==> src/rtl/xcvr_csr_pkg.sv <==
package xcvr_csr_pkg;
  localparam int DW     = 8;
  localparam int AW     = 2;
  localparam int N_COND = 5;
  localparam int N_FLAG = 6;

  localparam logic [AW-1:0] ADR_STAT = 2'd0;
  localparam logic [AW-1:0] ADR_MODE = 2'd1;

  localparam int C_DQ   = 0;
  localparam int C_CQ   = 1;
  localparam int C_VSUP = 2;
  localparam int C_HOT  = 3;
  localparam int C_LDO  = 4;

  localparam int F_WAKE = 4;
  localparam int F_LDO  = 5;

  localparam int B_SRST = 7;
  localparam int B_WIE  = 6;
  localparam int B_UVEN = 1;
  localparam int B_OFF  = 0;

  function automatic logic [N_COND-1:0] rise_of(input logic [N_COND-1:0] now,
                                                input logic [N_COND-1:0] prev);
    return now & ~prev;
  endfunction

  function automatic logic [N_FLAG-1:0] flag_set_vec(input logic [N_COND-1:0] rise,
                                                     input logic wake);
    return {rise[C_LDO], wake, rise[C_HOT], rise[C_VSUP], rise[C_CQ], rise[C_DQ]};
  endfunction

  function automatic logic [DW-1:0] pack_mode(input logic srst, input logic wie,
                                              input logic [N_COND-1:0] live,
                                              input logic uven, input logic off);
    return {srst, wie, live[C_DQ], live[C_CQ], live[C_VSUP], live[C_HOT], uven, off};
  endfunction
endpackage

==> src/rtl/cond_track.sv <==
module cond_track #(
  parameter int N = 5
) (
  input  logic         clk,
  input  logic         rst_n,
  input  logic [N-1:0] cond_i,
  output logic [N-1:0] live_o,
  output logic [N-1:0] rise_o
);
  for (genvar i = 0; i < N; i++) begin : g_bit
    always_ff @(posedge clk or negedge rst_n) begin
      if (!rst_n) live_o[i] <= 1'b0;
      else        live_o[i] <= cond_i[i];
    end
  end

  assign rise_o = xcvr_csr_pkg::rise_of(cond_i, live_o);
endmodule

==> src/rtl/wake_qual.sv <==
module wake_qual #(
  parameter int CYC = 4
) (
  input  logic clk,
  input  logic rst_n,
  input  logic det_i,
  input  logic en_i,
  output logic evt_o,
  output logic pulse_o
);
  localparam int CW = $clog2(CYC + 1);
  localparam logic [CW-1:0] LAST = CW'(CYC - 1);
  localparam logic [CW-1:0] SAT  = CW'(CYC);

  logic          qual;
  logic [CW-1:0] cnt_q;

  assign qual  = det_i & en_i;
  assign evt_o = qual && (cnt_q == LAST);

  always_ff @(posedge clk or negedge rst_n) begin
    if (!rst_n) begin
      cnt_q   <= '0;
      pulse_o <= 1'b0;
    end else begin
      pulse_o <= evt_o;
      if (!qual)            cnt_q <= '0;
      else if (cnt_q != SAT) cnt_q <= cnt_q + 1'b1;
    end
  end
endmodule

==> src/rtl/irq_flags.sv <==
module irq_flags #(
  parameter int N = 6
) (
  input  logic         clk,
  input  logic         rst_n,
  input  logic         hold_clr_i,
  input  logic         rd_clr_i,
  input  logic [N-1:0] set_i,
  output logic [N-1:0] flags_o,
  output logic         irq_o
);
  for (genvar i = 0; i < N; i++) begin : g_flag
    always_ff @(posedge clk or negedge rst_n) begin
      if (!rst_n)          flags_o[i] <= 1'b0;
      else if (hold_clr_i) flags_o[i] <= 1'b0;
      else                 flags_o[i] <= (flags_o[i] & ~rd_clr_i) | set_i[i];
    end
  end

  assign irq_o = |flags_o;
endmodule

==> src/rtl/mode_ctl.sv <==
module mode_ctl #(
  parameter int DW = 8
) (
  input  logic          clk,
  input  logic          rst_n,
  input  logic          wr_i,
  input  logic [DW-1:0] wdata_i,
  output logic          srst_o,
  output logic          wie_o,
  output logic          uven_o,
  output logic          off_o,
  output logic          enter_rst_o
);
  import xcvr_csr_pkg::*;

  assign enter_rst_o = wr_i & wdata_i[B_SRST];

  always_ff @(posedge clk or negedge rst_n) begin
    if (!rst_n) begin
      srst_o <= 1'b0;
      wie_o  <= 1'b0;
      uven_o <= 1'b0;
      off_o  <= 1'b0;
    end else if (enter_rst_o) begin
      srst_o <= 1'b1;
      wie_o  <= 1'b0;
      uven_o <= 1'b0;
      off_o  <= 1'b0;
    end else if (wr_i) begin
      srst_o <= 1'b0;
      wie_o  <= wdata_i[B_WIE];
      uven_o <= wdata_i[B_UVEN];
      off_o  <= wdata_i[B_OFF];
    end
  end
endmodule

==> src/rtl/ctl_stat_regs.sv <==
module ctl_stat_regs #(
  parameter int WAKE_CYC = 4
) (
  input  logic       clk,
  input  logic       rst_n,
  input  logic [1:0] csr_addr,
  input  logic       csr_wr,
  input  logic       csr_rd,
  input  logic [7:0] csr_wdata,
  output logic [7:0] csr_rdata,
  input  logic       dq_fault_i,
  input  logic       cq_fault_i,
  input  logic       vsup_uv_i,
  input  logic       hot_i,
  input  logic       ldo_uv_i,
  input  logic       wake_det_i,
  input  logic       cq_drv_en_i,
  output logic       irq_o,
  output logic       wake_pulse_o,
  output logic       ldo_uv_o,
  output logic       ldo_off_o
);
  import xcvr_csr_pkg::*;

  logic [N_COND-1:0] cond_raw;
  logic [N_COND-1:0] live_q;
  logic [N_COND-1:0] rise_w;
  logic [N_FLAG-1:0] flags_q;
  logic [N_FLAG-1:0] set_w;
  logic              srst_q, wie_q, uven_q, off_q;
  logic              enter_rst, hold_clr;
  logic              mode_wr, status_rd;
  logic              wake_evt;

  assign cond_raw = {ldo_uv_i, hot_i, vsup_uv_i, cq_fault_i, dq_fault_i};

  assign mode_wr   = csr_wr && (csr_addr == ADR_MODE);
  assign status_rd = csr_rd && (csr_addr == ADR_STAT);

  cond_track #(.N(N_COND)) u_track (
    .clk    (clk),
    .rst_n  (rst_n),
    .cond_i (cond_raw),
    .live_o (live_q),
    .rise_o (rise_w)
  );

  wake_qual #(.CYC(WAKE_CYC)) u_wake (
    .clk     (clk),
    .rst_n   (rst_n),
    .det_i   (wake_det_i),
    .en_i    (cq_drv_en_i),
    .evt_o   (wake_evt),
    .pulse_o (wake_pulse_o)
  );

  mode_ctl #(.DW(DW)) u_mode (
    .clk         (clk),
    .rst_n       (rst_n),
    .wr_i        (mode_wr),
    .wdata_i     (csr_wdata),
    .srst_o      (srst_q),
    .wie_o       (wie_q),
    .uven_o      (uven_q),
    .off_o       (off_q),
    .enter_rst_o (enter_rst)
  );

  assign hold_clr = srst_q | enter_rst;
  assign set_w    = flag_set_vec(rise_w, wake_evt & wie_q);

  irq_flags #(.N(N_FLAG)) u_flags (
    .clk        (clk),
    .rst_n      (rst_n),
    .hold_clr_i (hold_clr),
    .rd_clr_i   (status_rd),
    .set_i      (set_w),
    .flags_o    (flags_q),
    .irq_o      (irq_o)
  );

  assign ldo_uv_o  = live_q[C_LDO] & uven_q;
  assign ldo_off_o = off_q;

  always_comb begin
    unique case (csr_addr)
      ADR_STAT: csr_rdata = {{(DW-N_FLAG){1'b0}}, flags_q};
      ADR_MODE: csr_rdata = pack_mode(srst_q, wie_q, live_q, uven_q, off_q);
      default:  csr_rdata = '0;
    endcase
  end
endmodule

==> config.mk <==
export PLATFORM = sky130hd
export DESIGN_NAME = ctl_stat_regs
export DESIGN_NICKNAME = d
export VERILOG_FILES = /design/src/rtl/xcvr_csr_pkg.sv /design/src/rtl/cond_track.sv /design/src/rtl/wake_qual.sv /design/src/rtl/irq_flags.sv /design/src/rtl/mode_ctl.sv /design/src/rtl/ctl_stat_regs.sv
export SDC_FILE = /design/constraint.sdc
export NUM_CORES = 1
export LEC_CHECK = 0
export BUFFER_PORTS_ARGS = -buffer_cell sky130_fd_sc_hd__buf_2
export CAP_MARGIN = 30
export CORE_UTILIZATION = 35
export DETAILED_ROUTE_END_ITERATION = 10
export PLACE_DENSITY = 0.63
export SETUP_SLACK_MARGIN = 0.4
export SLEW_MARGIN = 20
export SYNTH_ARGS = -nofsm -noshare
export SYNTH_HDL_FRONTEND = slang
export SYNTH_SLANG_ARGS = --single-unit
==> constraint.sdc <==
create_clock -name clk -period 1.8 [get_ports clk]
set_input_delay 0.36 -clock clk [delete_from_list [all_inputs] [get_ports clk]]
set_output_delay 0.36 -clock clk [all_outputs]
set_load 0.01 [all_outputs]
### After elaboration in Yosys (flattened, before gate mapping)

Index checks and enable logic that the tools add are counted.

| storage, ports and cells | value |
|---|---|
| register bits | 19 |
| bits of input ports | 21 |
| output and inout port bits | 12 |

| operators by class | value |
|---|---|
| add/subtract/negate cells | 1 |
| equality and inequality tests | 4 |
| muxes and demuxes | 17 |
| bitwise logic cells | 20 |
| reductions and logical operators | 6 |

Operator list:

| cell | count |
|---|---|
| $pmux W8 S2 | 1 |
| $mux W1 | 14 |
| $and A1 B1 Y1 | 10 |
| $or A1 B1 Y1 | 7 |
| $mux W3 | 2 |
| $reduce_or A6 Y1 | 1 |
| $and A5 B5 Y5 | 1 |
| $not A5 Y5 | 1 |
| $add A3 B1 Y3 const B | 1 |
| $eq A3 B2 Y1 const B | 1 |
| $logic_and A1 B1 Y1 | 3 |
| $ne A3 B3 Y1 const B | 1 |
| $eq A2 B1 Y1 const B | 1 |
| $logic_not A2 Y1 | 1 |
| $ne A2 B2 Y1 const B | 1 |
| $reduce_bool A2 Y1 | 1 |
| $not A1 Y1 | 1 |

### Logic depth before layout (Yosys ltp)

| logic depth | value |
|---|---|
| depth in word-level cells | 6 |
| mapped depth | 5 |

### Cells and area by module

From an unflattened synthesis, not the netlist that was laid out.

| unflattened totals | value |
|---|---|
| cell total of the unflattened synthesis | 90 |
| area, all modules | 979.7 µm² |

By module, submodules not included:

| module | times used | cells an instance | area an instance (µm²) |
|---|---|---|---|
| irq_flags | 1 | 27 | 254.0 |
| wake_qual | 1 | 20 | 209.0 |
| cond_track | 1 | 10 | 193.9 |
| mode_ctl | 1 | 11 | 165.2 |
| ctl_stat_regs | 1 | 22 | 157.7 |

### Least setup slack after synthesis

Ideal clock, no wire load.

| path | value |
|---|---|
| path kind | input to register |
| from | in csr_addr[1] |
| to | reg u_flags.flags_o[4] |
| setup time | 0.125 ns |
| arrival time | 1.192 ns |
| data required time | 1.675 ns |
| setup slack | 0.483 ns |
| cell stages on the path | 5 |
| buffers on the path | 2 |
| cell sequence | buf_6 or3b_4 buf_6 a22oi_4 nor2_2 |

| between the ends | value |
|---|---|
| word-level cells in the longest chain between the ends | 6 |
| elaborated cells between the ends (all ways) | 10 |
| those cells by class | 1 x eq/ne; 1 x mux; 5 x bitwise; 3 x reduce/logical |

Ends and longest elaborated chain:

| item | line | text |
|---|---|---|
| start: declaration | ctl_stat_regs.sv:6 | `input logic [1:0] csr_addr,` |
| $logic_not A2 Y1 | ctl_stat_regs.sv:38 | `assign status_rd = csr_rd && (csr_addr == ADR_STAT);` |
| $logic_and A1 B1 Y1 | ctl_stat_regs.sv:38 |  |
| $not A1 Y1 | irq_flags.sv:16 | `else flags_o[i] <= (flags_o[i] & ~rd_clr_i) \| set_i[i];` |
| $and A1 B1 Y1 | irq_flags.sv:16 |  |
| $or A1 B1 Y1 | irq_flags.sv:16 |  |
| $mux W1 (*) | irq_flags.sv:15 | `else if (hold_clr_i) flags_o[i] <= 1'b0;` |
| end signal: indexed assignment | irq_flags.sv:16 |  |
| end: declaration | irq_flags.sv:9 | `output logic [N-1:0] flags_o,` |

Mark *: on every way between the ends. The rest lies on a longest branch, timed or not.
A chain may end at the register's enable or synchronous reset.

### Worst setup path in the final report

| path | value |
|---|---|
| from | reg u_flags.flags_o[2] |
| to | out irq_o |

| between the ends | value |
|---|---|
| word-level cells in the longest chain between the ends | 1 |

Ends and longest elaborated chain:

| item | line | text |
|---|---|---|
| $reduce_or A6 Y1 | irq_flags.sv:20 | `assign irq_o = \|flags_o;` |
| end: declaration | ctl_stat_regs.sv:18 | `output logic irq_o,` |

Every way passes these cells.

==> impl_metrics.json <==
{
  "synthSimpleGateAreaFrac": 0.209,
  "p_leak_uw": 0.000631,
  "gr-total-overflow": 0,
  "drtIter0Drc": 6,
  "max_freq_mhz": 635,
  "pwr-share-clk": 0.234,
  "setup_tns_ps": 0,
  "antenna_found_initial": 0,
  "nFillCells": 244,
  "clockRootBuffer": "clkbuf_4",
  "final_cell_mix": "buf_2 (26), dfrtp_1 (19), nor2_1 (13), nand2_1 (11)",
  "areaGrowthSynthToFinish_pct": 28.9,
  "grt_pass1_wl_um": 2990,
  "drt-met1-wl_um": 786,
  "synth_top_family_by_area": "simple AND/OR/NAND/NOR gates",
  "cts_buffers": 3,
  "cts_tree": "built",
  "ys_seq_area_frac": 0.523,
  "swShare": 0.280,
  "finalNetCount": 150,
  "syn_nets": 111,
  "htreeDepth": 1,
  "rows": 18,
  "layout_commonest_cell": "buf_2",
  "power.switching_uw": 255,
  "internal-power_uw": 656,
  "numPortBuffers": 28,
  "core_region_area_um2": 2450,
  "synth_top_area_cell": "dfrtp_1",
  "rsz0062_at_grt": "true",
  "tightestPinTransition_ps": 420,
  "cts.sinks": 19,
  "power_density_nw_per_um2": 778,
  "fin_crit_ps": 1570,
  "dp_hpwl_um": 1320,
  "vias_per_cell": 4.66,
  "slew_viol_final": 0,
  "power_frac_comb": 0.221,
  "avgRoutedWirePerCell_um": 11.7,
  "outcome": "finished clean",
  "clock_skew_ps": 2.44,
  "ant_nets": 0,
  "drive_gt1_frac": 0.368,
  "clk_pin_slew_worst_paths_ps": 100,
  "end_kind": "primary output",
  "die_w_um": 52.9,
  "yosys_warnings": 0,
  "fin_crit_sh": 0.875,
  "clock_path_buffers": 2,
  "drc": 0,
  "ys_seq_elements": 19,
  "vdd_ir_drop_max_uv": 626,
  "vias": 723,
  "dieArea_um2": 2800,
  "post-route-util": 0.477,
  "grt_start_max_net_pins": 20,
  "fp.dieH_um": 52.9,
  "route.met3.wl_um": 108,
  "clkLatencyLatePin_ps": 300,
  "first_pass_iters": 3,
  "netlist_instances": 87,
  "first_global_vias": 709,
  "syn_area_per_cell_um2": 10.4,
  "synthAdderAreaFrac": 0.0413,
  "grt_usage": 0.151,
  "n_antenna_cell": 0,
  "yosysUniqueCellTypes": 21,
  "hold_class": "in -> reg",
  "wl_met2_um": 898,
  "crit_path_max_fanout": 3,
  "worstSetupStartpointType": "register",
  "wirelength_um": 1810,
  "setup_viol": 0,
  "syn-cell-area_um2": 908,
  "maxCapViolations": 0,
  "routabilityCongestion": 0.699,
  "top_layer_used": "met4",
  "io_pins": 33,
  "synthXorXnorAreaFrac": 0.00964,
  "cp.arrival_ps": 1210,
  "seq_power_share": 0.545,
  "synthTopCellsByArea": "dfrtp_1 (52%), mux2i_1 (6.6%), nor2_1 (5.4%), nand2_1 (4.5%), ha_1 (4.1%)",
  "synth_top_cell_area_share": 0.523,
  "crit_type": "reg -> out",
  "synthMuxAreaShare": 0.0661,
  "hold_viol": 0,
  "worstPathRequired_ps": 1440,
  "relSlewSlack": 0.720,
  "synth_compound_area_frac": 0.0964,
  "start_util": 0.370
}
[power by group through the flow]
stage | logic (µW) | clock network (µW) | registers (µW)
after CTS | 201 | 227 | 495
after global placement | 157 | 0 | 505
after global routing | 225 | 245 | 501
after floorplan | 101 | 0 | 498
final | 201 | 213 | 497
after detailed placement | 160 | 0 | 506
[flip-flops by register name, summed over array words and instances (netlist names)]
name,count
u_mode.srst_o,1
u_mode.uven_o,1
u_wake.cnt_q,3
u_mode.off_o,1
u_flags.flags_o,6
u_wake.pulse_o,1
u_track.live_o,5
u_mode.wie_o,1
[kinds of logic (layout without fill, tap and decap cells)]
group	after synthesis	count (layout)
simple gates	38	38
mux	6	6
flops	19	19
xor+xnor	1	1
compound gates	13	13
fa+ha+maj	3	3
buf+inv	7	45
[repair_timing]
action | in CTS | in global routing
hold endpoints to repair | 19 | 0
gates resized for setup | 4 | 0
hold buffers | 1 | 0
pin swaps | 3 | 2
setup endpoints to repair | 9 | 9
buffers inserted | 6 | 1
[path summary, 6_finish.rpt]
path	start	to	slack (ps)	depth (start not counted)
worst max-delay path	u_flags.flags_o[2]$_DFF_PN0_	irq_o	230	3
min in group asynchronous	rst_n	u_track.live_o[2]$_DFF_PN0_	520	2
worst max register to register	u_wake.cnt_q[0]$_DFFE_PN0P_	u_flags.flags_o[4]$_DFF_PN0_	520	5
max in group asynchronous	rst_n	u_flags.flags_o[3]$_DFF_PN0_	990	2
worst min-delay path	ldo_uv_i	u_track.live_o[4]$_DFF_PN0_	170	1
worst min register to register	u_mode.srst_o$_DFFE_PN0P_	u_mode.srst_o$_DFFE_PN0P_	510	2
[cell usage after synthesis]
| cell | count |
|---|---|
| dfrtp_1 | 19 |
| nor2_1 | 13 |
| nand2_1 | 11 |
| a21oi_1 | 7 |
| mux2i_1 | 6 |
| nor2b_1 | 5 |
| inv_1 | 4 |
| o21ai_0 | 4 |
| buf_6 | 3 |
| ha_1 | 3 |
| and3b_2 | 2 |
| a22oi_4 | 1 |
| and2_1 | 1 |
| and3_1 | 1 |
| nand3_1 | 1 |
| nand3b_1 | 1 |
| nor2_2 | 1 |
| nor4_1 | 1 |
| o21bai_2 | 1 |
| or3b_4 | 1 |
| xnor2_1 | 1 |
[stage by stage]
step | instances | cell area [µm²] | setup slack [ps] | hold slack [ps] | power (µW)
after floorplan | 87 | 908 | 483 | 64.4 | 600
after detailed placement | 143 | 1060 | 418 | 322 | 666
after global placement | 143 | 1060 | 433 | 325 | 662
after CTS | 154 | 1160 | 252 | 157 | 923
after global routing | 155 | 1170 | 171 | 148 | 971
final | 155 | 1170 | 226 | 170 | 911
[critical path, stage by stage, from the launching register on]
cell,delay [ps]
dfrtp_1,420
nor4_2,280
nand2_1,70
buf_2,140
[layer usage]
layer  vias to the layer above  track usage
met1                       340        0.167
met4                         0       0.0395
met5                         -            0
li1                        361            -
met3                         2       0.0546
met2                        20        0.270
[area by class of cell]
class | count | area [µm²] | area share
repair buffers | 37 | 226 | 0.193
well taps | 30 | 37.5 | 0.0321
multi-input cells | 61 | 390 | 0.333
clock buffers | 4 | 26.3 | 0.0224
flip-flops and latches | 19 | 475 | 0.406
inverters | 4 | 15.0 | 0.0128
Power figures use the tool's default switching activity.
